File: config.mk
export PLATFORM = sky130hd
export DESIGN_NAME = coalesce_wr_ctrl
export DESIGN_NICKNAME = d
export VERILOG_FILES = /design/src/rtl/coalesce_pkg.sv /design/src/rtl/cwc_sequencer.sv /design/src/rtl/cwc_port_pick.sv /design/src/rtl/cwc_beat_reg.sv /design/src/rtl/coalesce_wr_ctrl.sv
export SDC_FILE = /design/constraint.sdc
export NUM_CORES = 1
export LEC_CHECK = 0
export BUFFER_PORTS_ARGS = -buffer_cell sky130_fd_sc_hd__buf_4
export CAP_MARGIN = 15
export CORE_ASPECT_RATIO = 0.9
export CORE_MARGIN = 4
export CORE_UTILIZATION = 49
export DETAILED_ROUTE_END_ITERATION = 12
export PLACE_DENSITY = 0.86
export SLEW_MARGIN = 20
export SYNTH_ARGS = -nofsm -noshare
export SYNTH_HDL_FRONTEND = slang
export SYNTH_SLANG_ARGS = --single-unit
export TNS_END_PERCENT = 1
File: constraint.sdc
create_clock -name clk -period 4.7 [get_ports clk]
set_clock_uncertainty 0.15 [all_clocks]
set_input_delay 0.705 -clock clk [delete_from_list [all_inputs] [get_ports clk]]
set_output_delay 0.705 -clock clk [all_outputs]
set_load 0.005 [all_outputs]
File: src/rtl/coalesce_pkg.sv
package coalesce_pkg;
  parameter int unsigned WORD_W = 32;
  localparam int unsigned LANES = WORD_W / 8;
  typedef logic [WORD_W-1:0] word_t;
  typedef logic [LANES-1:0]  lanes_t;
endpackage

File: src/rtl/cwc_sequencer.sv
module cwc_sequencer #(
  parameter int ADDR_W = 32,
  parameter int SLOT_W = 4,
  parameter int SIZE_W = 5
) (
  input  logic              clk,
  input  logic              rst,
  input  logic              cmd_valid,
  input  logic [ADDR_W-1:0] cmd_base,
  input  logic [SIZE_W-1:0] cmd_size,
  input  logic              advance,
  input  logic              last_taken,
  output logic              cmd_ready,
  output logic              start,
  output logic              busy,
  output logic              issuing,
  output logic              done,
  output logic [SLOT_W-1:0] slot,
  output logic              slot_is_last,
  output logic [SIZE_W-1:0] size_q,
  output logic [ADDR_W-1:0] base_q
);
  logic all_issued;

  assign cmd_ready    = !busy;
  assign start        = cmd_valid && !busy && (cmd_size != '0);
  assign issuing      = busy && !all_issued;
  assign slot_is_last = (SIZE_W'(slot) == size_q - SIZE_W'(1));

  always_ff @(posedge clk) begin
    if (rst) begin
      busy       <= 1'b0;
      all_issued <= 1'b0;
      done       <= 1'b0;
      slot       <= '0;
      size_q     <= '0;
      base_q     <= '0;
    end else begin
      done <= 1'b0;
      if (start) begin
        busy       <= 1'b1;
        all_issued <= 1'b0;
        slot       <= '0;
        size_q     <= cmd_size;
        base_q     <= cmd_base;
      end else begin
        if (advance) begin
          if (slot_is_last) all_issued <= 1'b1;
          else              slot       <= slot + SLOT_W'(1);
        end
        if (last_taken) begin
          busy <= 1'b0;
          done <= 1'b1;
        end
      end
    end
  end

  p_done_pulse_r8: assert property (@(posedge clk) disable iff (rst) done |=> !done);
  p_done_idle_r8:  assert property (@(posedge clk) disable iff (rst) done |-> !busy);
  p_slot_range_r3: assert property (@(posedge clk) disable iff (rst)
                     busy |-> (SIZE_W'(slot) < size_q));
endmodule

File: src/rtl/cwc_port_pick.sv
module cwc_port_pick
  import coalesce_pkg::*;
#(
  parameter int N_PORTS = 4,
  parameter int SLOT_W  = 4
) (
  input  logic                      clk,
  input  logic                      rst,
  input  logic                      enable,
  input  logic [SLOT_W-1:0]         cur_slot,
  input  logic [N_PORTS-1:0]        wr_valid,
  input  logic [N_PORTS*SLOT_W-1:0] wr_slot,
  input  logic [N_PORTS*WORD_W-1:0] wr_data,
  output logic [N_PORTS-1:0]        accept,
  output logic                      hit,
  output word_t                     word
);
  logic [N_PORTS-1:0] match;

  for (genvar g = 0; g < N_PORTS; g++) begin : g_match
    assign match[g] = wr_valid[g] && (wr_slot[g*SLOT_W +: SLOT_W] == cur_slot);
  end

  always_comb begin
    accept = '0;
    hit    = 1'b0;
    word   = '0;
    for (int i = 0; i < N_PORTS; i++) begin
      if (enable && match[i] && !hit) begin
        hit       = 1'b1;
        accept[i] = 1'b1;
        word      = wr_data[i*WORD_W +: WORD_W];
      end
    end
  end

  p_accept_onehot_r9: assert property (@(posedge clk) disable iff (rst) $onehot0(accept));
  p_accept_valid_r4:  assert property (@(posedge clk) disable iff (rst)
                        (accept & ~wr_valid) == '0);
endmodule

File: src/rtl/cwc_beat_reg.sv
module cwc_beat_reg
  import coalesce_pkg::*;
#(
  parameter int ADDR_W = 32
) (
  input  logic              clk,
  input  logic              rst,
  input  logic              start,
  input  logic              load,
  input  logic              hit,
  input  word_t             word,
  input  logic [ADDR_W-1:0] addr_in,
  input  logic              last_in,
  input  logic              mem_ready,
  output logic              can_load,
  output logic              last_taken,
  output logic              mem_valid,
  output logic [ADDR_W-1:0] mem_addr,
  output word_t             mem_data,
  output lanes_t            mem_be,
  output logic              mem_last,
  output logic              missing
);
  assign can_load   = !mem_valid || mem_ready;
  assign last_taken = mem_valid && mem_ready && mem_last;

  always_ff @(posedge clk) begin
    if (rst) begin
      mem_valid <= 1'b0;
      mem_addr  <= '0;
      mem_data  <= '0;
      mem_be    <= '0;
      mem_last  <= 1'b0;
      missing   <= 1'b0;
    end else begin
      if (start) missing <= 1'b0;
      if (load) begin
        mem_valid <= 1'b1;
        mem_addr  <= addr_in;
        mem_data  <= hit ? word : '0;
        mem_be    <= hit ? '1 : '0;
        mem_last  <= last_in;
        if (!hit) missing <= 1'b1;
      end else if (mem_ready) begin
        mem_valid <= 1'b0;
        mem_last  <= 1'b0;
      end
    end
  end

  p_hold_r7: assert property (@(posedge clk) disable iff (rst)
               (mem_valid && !mem_ready) |=> (mem_valid && $stable(mem_data)
                 && $stable(mem_be) && $stable(mem_last)));
  p_empty_flag_r6: assert property (@(posedge clk) disable iff (rst)
               (mem_valid && mem_be == '0) |-> missing);
endmodule

File: src/rtl/coalesce_wr_ctrl.sv
module coalesce_wr_ctrl
  import coalesce_pkg::*;
#(
  parameter int N_PORTS   = 4,
  parameter int ADDR_W    = 32,
  parameter int MAX_ELEMS = 16,
  localparam int SLOT_W   = $clog2(MAX_ELEMS),
  localparam int SIZE_W   = $clog2(MAX_ELEMS + 1)
) (
  input  logic                      clk,
  input  logic                      rst,
  input  logic                      cmd_valid,
  output logic                      cmd_ready,
  input  logic [ADDR_W-1:0]         cmd_base,
  input  logic [SIZE_W-1:0]         cmd_size,
  output logic                      busy,
  output logic                      done,
  output logic                      missing,
  input  logic [N_PORTS-1:0]        wr_valid,
  input  logic [N_PORTS*SLOT_W-1:0] wr_slot,
  input  logic [N_PORTS*WORD_W-1:0] wr_data,
  output logic [N_PORTS-1:0]        wr_accept,
  output logic                      mem_valid,
  input  logic                      mem_ready,
  output logic [ADDR_W-1:0]         mem_addr,
  output logic [WORD_W-1:0]         mem_data,
  output logic [LANES-1:0]          mem_be,
  output logic                      mem_last
);
  logic              start, issuing, load, can_load, last_taken, slot_is_last, hit;
  logic [SLOT_W-1:0] slot;
  logic [SIZE_W-1:0] size_q;
  logic [ADDR_W-1:0] base_q;
  word_t             word;

  assign load = issuing && can_load;

  cwc_sequencer #(.ADDR_W(ADDR_W), .SLOT_W(SLOT_W), .SIZE_W(SIZE_W)) seq_i (
    .clk(clk), .rst(rst), .cmd_valid(cmd_valid), .cmd_base(cmd_base),
    .cmd_size(cmd_size), .advance(load), .last_taken(last_taken),
    .cmd_ready(cmd_ready), .start(start), .busy(busy), .issuing(issuing),
    .done(done), .slot(slot), .slot_is_last(slot_is_last), .size_q(size_q),
    .base_q(base_q));

  cwc_port_pick #(.N_PORTS(N_PORTS), .SLOT_W(SLOT_W)) pick_i (
    .clk(clk), .rst(rst), .enable(load), .cur_slot(slot), .wr_valid(wr_valid),
    .wr_slot(wr_slot), .wr_data(wr_data), .accept(wr_accept), .hit(hit),
    .word(word));

  cwc_beat_reg #(.ADDR_W(ADDR_W)) beat_i (
    .clk(clk), .rst(rst), .start(start), .load(load), .hit(hit), .word(word),
    .addr_in(base_q), .last_in(slot_is_last), .mem_ready(mem_ready),
    .can_load(can_load), .last_taken(last_taken), .mem_valid(mem_valid),
    .mem_addr(mem_addr), .mem_data(mem_data), .mem_be(mem_be),
    .mem_last(mem_last), .missing(missing));

  p_idle_no_accept_r1: assert property (@(posedge clk) disable iff (rst)
                         !busy |-> (wr_accept == '0));
  p_stall_no_accept_r7: assert property (@(posedge clk) disable iff (rst)
                         (mem_valid && !mem_ready) |-> (wr_accept == '0));
  p_ready_idle_r10: assert property (@(posedge clk) disable iff (rst)
                         busy |-> !cmd_ready);
endmodule

* Word-level counts from Yosys, hierarchy flattened *
Index checks and enable logic that the tools add are counted.

storage, ports and cells
  ROM bits = 0
  word-level logic and storage cells = 72
  memories kept = 0
  memory bits (writable) = 0
  latch bits = 0
  bits of input ports = 189
  flip-flop bits (word level) = 115

operators by class
  eq/ne operators = 5
  muxes and demuxes = 22
  magnitude comparators = 0
  reductions and logical operators = 30
  multiply operators = 0
  $add $sub $neg = 2
  div/mod/pow operators = 0
  shift operators = 0
  bitwise gates (word level) = 1

operators with widths
  kind                                              number
  two-way mux 32 bit                                5
  logical AND 1 bit                                 17
  == test 4 bit                                     4
  two-way mux 1 bit                                 16
  logical NOT 1 bit                                 6
  == test 4 x 5 -> 1 bit                            1
  nonzero test 5 bit                                1
  subtractor 5 x 1 -> 5 bit, second input constant  1
  adder 4 x 1 -> 4 bit, second input constant       1
  two-way mux 4 bit                                 1
  AND reduction 2 bit                               2
  nonzero test 2 bit                                2
  OR reduction 2 bit                                1
  logical OR 1 bit                                  1
  NOT 1 bit                                         1

* Longest topological paths before layout *
  depth in word-level cells = 16
  gate-level depth with buffers = 11
  mapped depth without buffers = 8

* Hierarchy *
A second synthesis with hierarchy kept.

unflattened totals
  cell total of the unflattened synthesis = 698
  area total of the unflattened synthesis = 5,816.8 um^2

modules (own cells, without submodules)
  module            area an instance (um^2)  cells an instance  times used
  cwc_beat_reg      2,537.4                  266                1
  cwc_sequencer     1,696.6                  207                1
  cwc_port_pick     1,576.5                  224                1
  coalesce_wr_ctrl  6.3                      1                  1

* Worst setup path after synthesis *
OpenSTA, ideal clock, no wires.

  kind = input to output
  start point = input port mem_ready
  end point = output port wr_accept[1]
  setup slack = 1.871 ns
  arrival = 1.974 ns
  stages = 7
  path buffers = 2
  path through = nand2b_1 nand2_4 or4_1 buf_6 clkinv_8 buf_2 nor3_1

on the way
  cells in the longest elaborated chain, start to end = 7
  elaborated cells between the ends (all ways) = 8
  those cells by class = mux: 2; reduce/logical: 6

ends and longest elaborated chain
  element                 RTL line                source
  from (decl)             coalesce_wr_ctrl.sv:24  input logic mem_ready,
  logical OR 1 bit        cwc_beat_reg.sv:24      assign can_load = !mem_valid || mem_ready;
  logical AND 1 bit       coalesce_wr_ctrl.sv:36  assign load = issuing && can_load;
  logical AND 1 bit       cwc_port_pick.sv:29     if (enable && match[i] && !hit) begin
  two-way mux 1 bit       -
  named net wr_accept[0]  coalesce_wr_ctrl.sv:22  output logic [N_PORTS-1:0] wr_accept,
  logical NOT 1 bit       cwc_port_pick.sv:29
  logical AND 1 bit       cwc_port_pick.sv:29
  two-way mux 1 bit       cwc_port_pick.sv:29
  to (decl)               coalesce_wr_ctrl.sv:22

The timed path passes the listed nets, and every way through them passes these cells.

* Worst setup path in the final report *
  start point = input port mem_ready
  end point = output port wr_accept[3]

on the way
  cells in the longest elaborated chain, start to end = 13
  elaborated cells between the ends (all ways) = 16
  those cells by class = mux: 4; reduce/logical: 12

ends and longest elaborated chain
  element                RTL line
  logical OR 1 bit (*)   cwc_beat_reg.sv:24
  logical AND 1 bit (*)  coalesce_wr_ctrl.sv:36
  logical AND 1 bit      cwc_port_pick.sv:29
  two-way mux 1 bit      cwc_port_pick.sv:29
  logical NOT 1 bit      cwc_port_pick.sv:29
  logical AND 1 bit      cwc_port_pick.sv:29
  two-way mux 1 bit      cwc_port_pick.sv:29
  logical NOT 1 bit      cwc_port_pick.sv:29
  logical AND 1 bit      cwc_port_pick.sv:29
  two-way mux 1 bit      cwc_port_pick.sv:29
  logical NOT 1 bit      cwc_port_pick.sv:29
  logical AND 1 bit (*)  cwc_port_pick.sv:29
  two-way mux 1 bit (*)  cwc_port_pick.sv:29

Mark *: on every way between the ends. The rest lies on a longest branch, timed or not.

==> metrics.yaml <==
setup_path:
  max_stage_delay_ns: 0.95
  timing.rr.start: "seq_i.all_issued"
  crit_buf_inv: 2
  cpMaxStageDelayCell: "or4_1"
  path_class: "in -> out"
  crit_family: "simple AND/OR/NAND/NOR gates"
  cp_max_fo: 46
  rrSetupSlack_ns: 1.50
  start_kind: "input port"
  crit_arrival_ns: 3.08
  critical_path.endpoint_type: "output pin"
  cp.depth: 7
  crit_required_ns: 3.85
  crit_top_cell: "buf_4"
  r2r-end: "beat_i.mem_data[2]"
  cp_cell_sequence: "buf_4 > nand2b_1 > nand2_4 > or4_1 > o21ai_0 > nor2_1 > buf_4"
  r2r_cells: 8
routing:
  first_pass_iters: 5
  routed_wl_um: 17300
  wl_met2_um: 8660
  via_count: 5414
  wl_met3_um: 1360
  drt_iter0_drc: 480
  routedWlPerCell_um: 17.9
  drc: 0
  highest_layer: "met4"
  ant_nets: 0
  via_per_inst: 5.59
  wl_met1_um: 6760
timing:
  rsz0062_at_grt: "no"
  relSlewSlack: 0.416
  hold_viol: 0
  timing.setup.tns_ns: 0
  hold_ws_ns: 0.297
  max_freq_mhz: 254
  drv_slew: 0
  finalCritPeriodShare: 0.836
  worstMarginPinSlew_ns: 0.876
  period_needed_ns: 3.93
  setup-violations-final: 0
worst_hold_path:
  holdCritStartpoint: "seq_i.base_q[25]"
  min_to: "beat_i.mem_addr[25]"
  holdCritPathClass: "reg -> reg"
  holdPathStages: 2
run_status:
  status: "complete, no violations"
layout:
  fin_cells: 968
  area.growth.synth_to_final_pct: 45.1
  nets: 1028
  layout-drive-gt1-share: 0.382
  num_antenna_cells: 0
synthesis:
  synth_edf_count: 0
  ys_seq_elements: 112
  yosys.cell_types.count: 45
  synthArstFlopShare: 0
  synth_warnings: 0
  synthesis.nets: 796
  netlist_instances: 605
  synth_flop_cell: "dfxtp_1"
  synth.avg_cell_area_um2: 8.37
  ys_seq_area_frac: 0.443
  netlist_area_mm2: 0.00506
global_routing:
  overflow: 0
  grt_max_degree: 85
  grt_use_total: 0.270
  grt_pass1_wl_um: 26400
  grt_pass1_vias: 5130
  antenna_found_initial: 0
clock_network:
  path_clk_slew_ns: 0.08
  ctsHoldBuffers: 0
  numCtsBuffers: 9
  htree_num_levels: 3
  ctsLongestPathBuffers: 2
  clock_latency_ns: 0.34
  root_buffer: "clkbuf_16"
  cts.repair.resized: 0
  cts_tree: "done"
  cts_sinks: 112
  cts_setup_buffers: 0
floorplan:
  dieArea_mm2: 0.0120
  ios: 267
  core_area_mm2: 0.00987
  die_h_um: 104
  floorplan.initialDensity: 0.513
  die_x_um: 115
  num_rows: 34
placed_design:
  dpl.hpwl_um: 13100
  gp_congestion: 0.926
  portBuffers: 266
  dp.cells: 952
power:
  powerDensity_mw_per_mm2: 284
  power.leakage_nw: 3.07
  peakVddDrop_mv: 0.204
flow_run:
  cap_violations: 0
-- sequential cells by signal, summed over array words and instances, names as in the netlist --
name and flops:
beat_i.mem_addr 32, beat_i.mem_be 1, beat_i.mem_data 32, beat_i.mem_last 1, beat_i.mem_valid 1, beat_i.missing 1
seq_i.all_issued 1, seq_i.base_q 32, seq_i.busy 1, seq_i.done 1, seq_i.size_q 5, seq_i.slot 4
-- Yosys cell counts (6+ instances only) --
library cell,n,area [um2]
o31ai_1,19,143
buf_2,13,65.1
dfxtp_1,112,2240
clkbuf_1,29,109
a22oi_2,10,125
xnor2_1,20,175
o31ai_2,10,125
nor2_1,41,154
nor3_1,6,30.0
a21oi_1,77,385
a22oi_1,22,165
nand2_1,150,563
a221oi_1,32,280
-- routing by layer --
metal | global-route usage | vias up
met5 | 0 | -
met4 | 0.0880 | 0
met3 | 0.0605 | 36
met2 | 0.457 | 243
met1 | 0.337 | 2543
li1 | - | 2592
-- where the power goes --
part	internal, W	switching (W)	total [W]
Combinational	0.000169	0.000145	0.000314
Clock	0.000393	0.000374	0.000767
Sequential	0.000984	0.0000242	0.00101
Total	0.00155	0.000544	0.00209
-- cell usage in the layout, fill, tap and decap left out, drive strengths merged, types with 2 or more instances in the layout --
cell / instances
nand2b: 3
and2b: 2
xnor2: 20
nor4: 2
nand3: 3
or3: 3
nor2: 41
a21oi: 77
clkinv: 2
clkbuf: 10
or4: 2
o21ai: 5
xor2: 3
inv: 8
nand4: 2
nor2b: 4
a221oi: 32
and3: 3
a21o: 3
ha: 2
o31ai: 29
nand2: 151
a22oi: 32
a311oi: 3
nor3: 6
buf: 274
dfxtp: 112
-- worst max-delay path by stage --
stage / slack (ns) / start / endpoint
finish: 0.77 / mem_ready / wr_accept[3]
global route: 0.63 / mem_ready / wr_accept[3]
CTS: 0.79 / mem_ready / wr_accept[3]
detailed placement: 0.80 / mem_ready / wr_accept[3]
global placement: 0.94 / mem_ready / wr_accept[3]
floorplan: 1.87 / mem_ready / wr_accept[1]
-- cell type report --
class / instances / area, um2
Clock inverter: 6 / 65.1
Clock buffer: 10 / 239
Timing Repair Buffer: 274 / 2060
Inverter: 4 / 27.5
Fill cell: 749 / 2520
Tap cell: 126 / 158
Sequential cell: 112 / 2240
Multi-Input combinational cell: 436 / 2560
-- cells by family (layout without fill, tap and decap cells) --
group           Yosys count  count (layout)  share of synthesized area
buf+inv                  57             294                     0.0568
flops                   112             112                      0.443
xor+xnor                 23              23                     0.0398
simple gates            228             228                      0.195
fa+ha+maj                 2               2                    0.00494
compound gates          183             183                      0.261
-- worst min-delay path, delay by kind of cell, from the launching register on --
family | cells | cell delay [ns]
DFF | 1 | 0.32
and+or+nand+nor | 1 | 0.05
AOI/OAI and AO/OA | 1 | 0.05
-- per-stage QoR --
stage | utilization | worst slack (ns) | total power (W) | cell area, um2
2_1_floorplan | - | 1.87 | 0.00116 | 5060
3_3_place_gp | 0.713 | 0.945 | 0.00134 | 7040
3_5_place_dp | 0.713 | 0.802 | 0.00134 | 7040
4_1_cts | 0.744 | 0.791 | 0.00210 | 7350
5_1_grt | 0.744 | 0.628 | 0.00218 | 7350
6_report | 0.744 | 0.769 | 0.00209 | 7350
(Power assumes the default switching activity.)
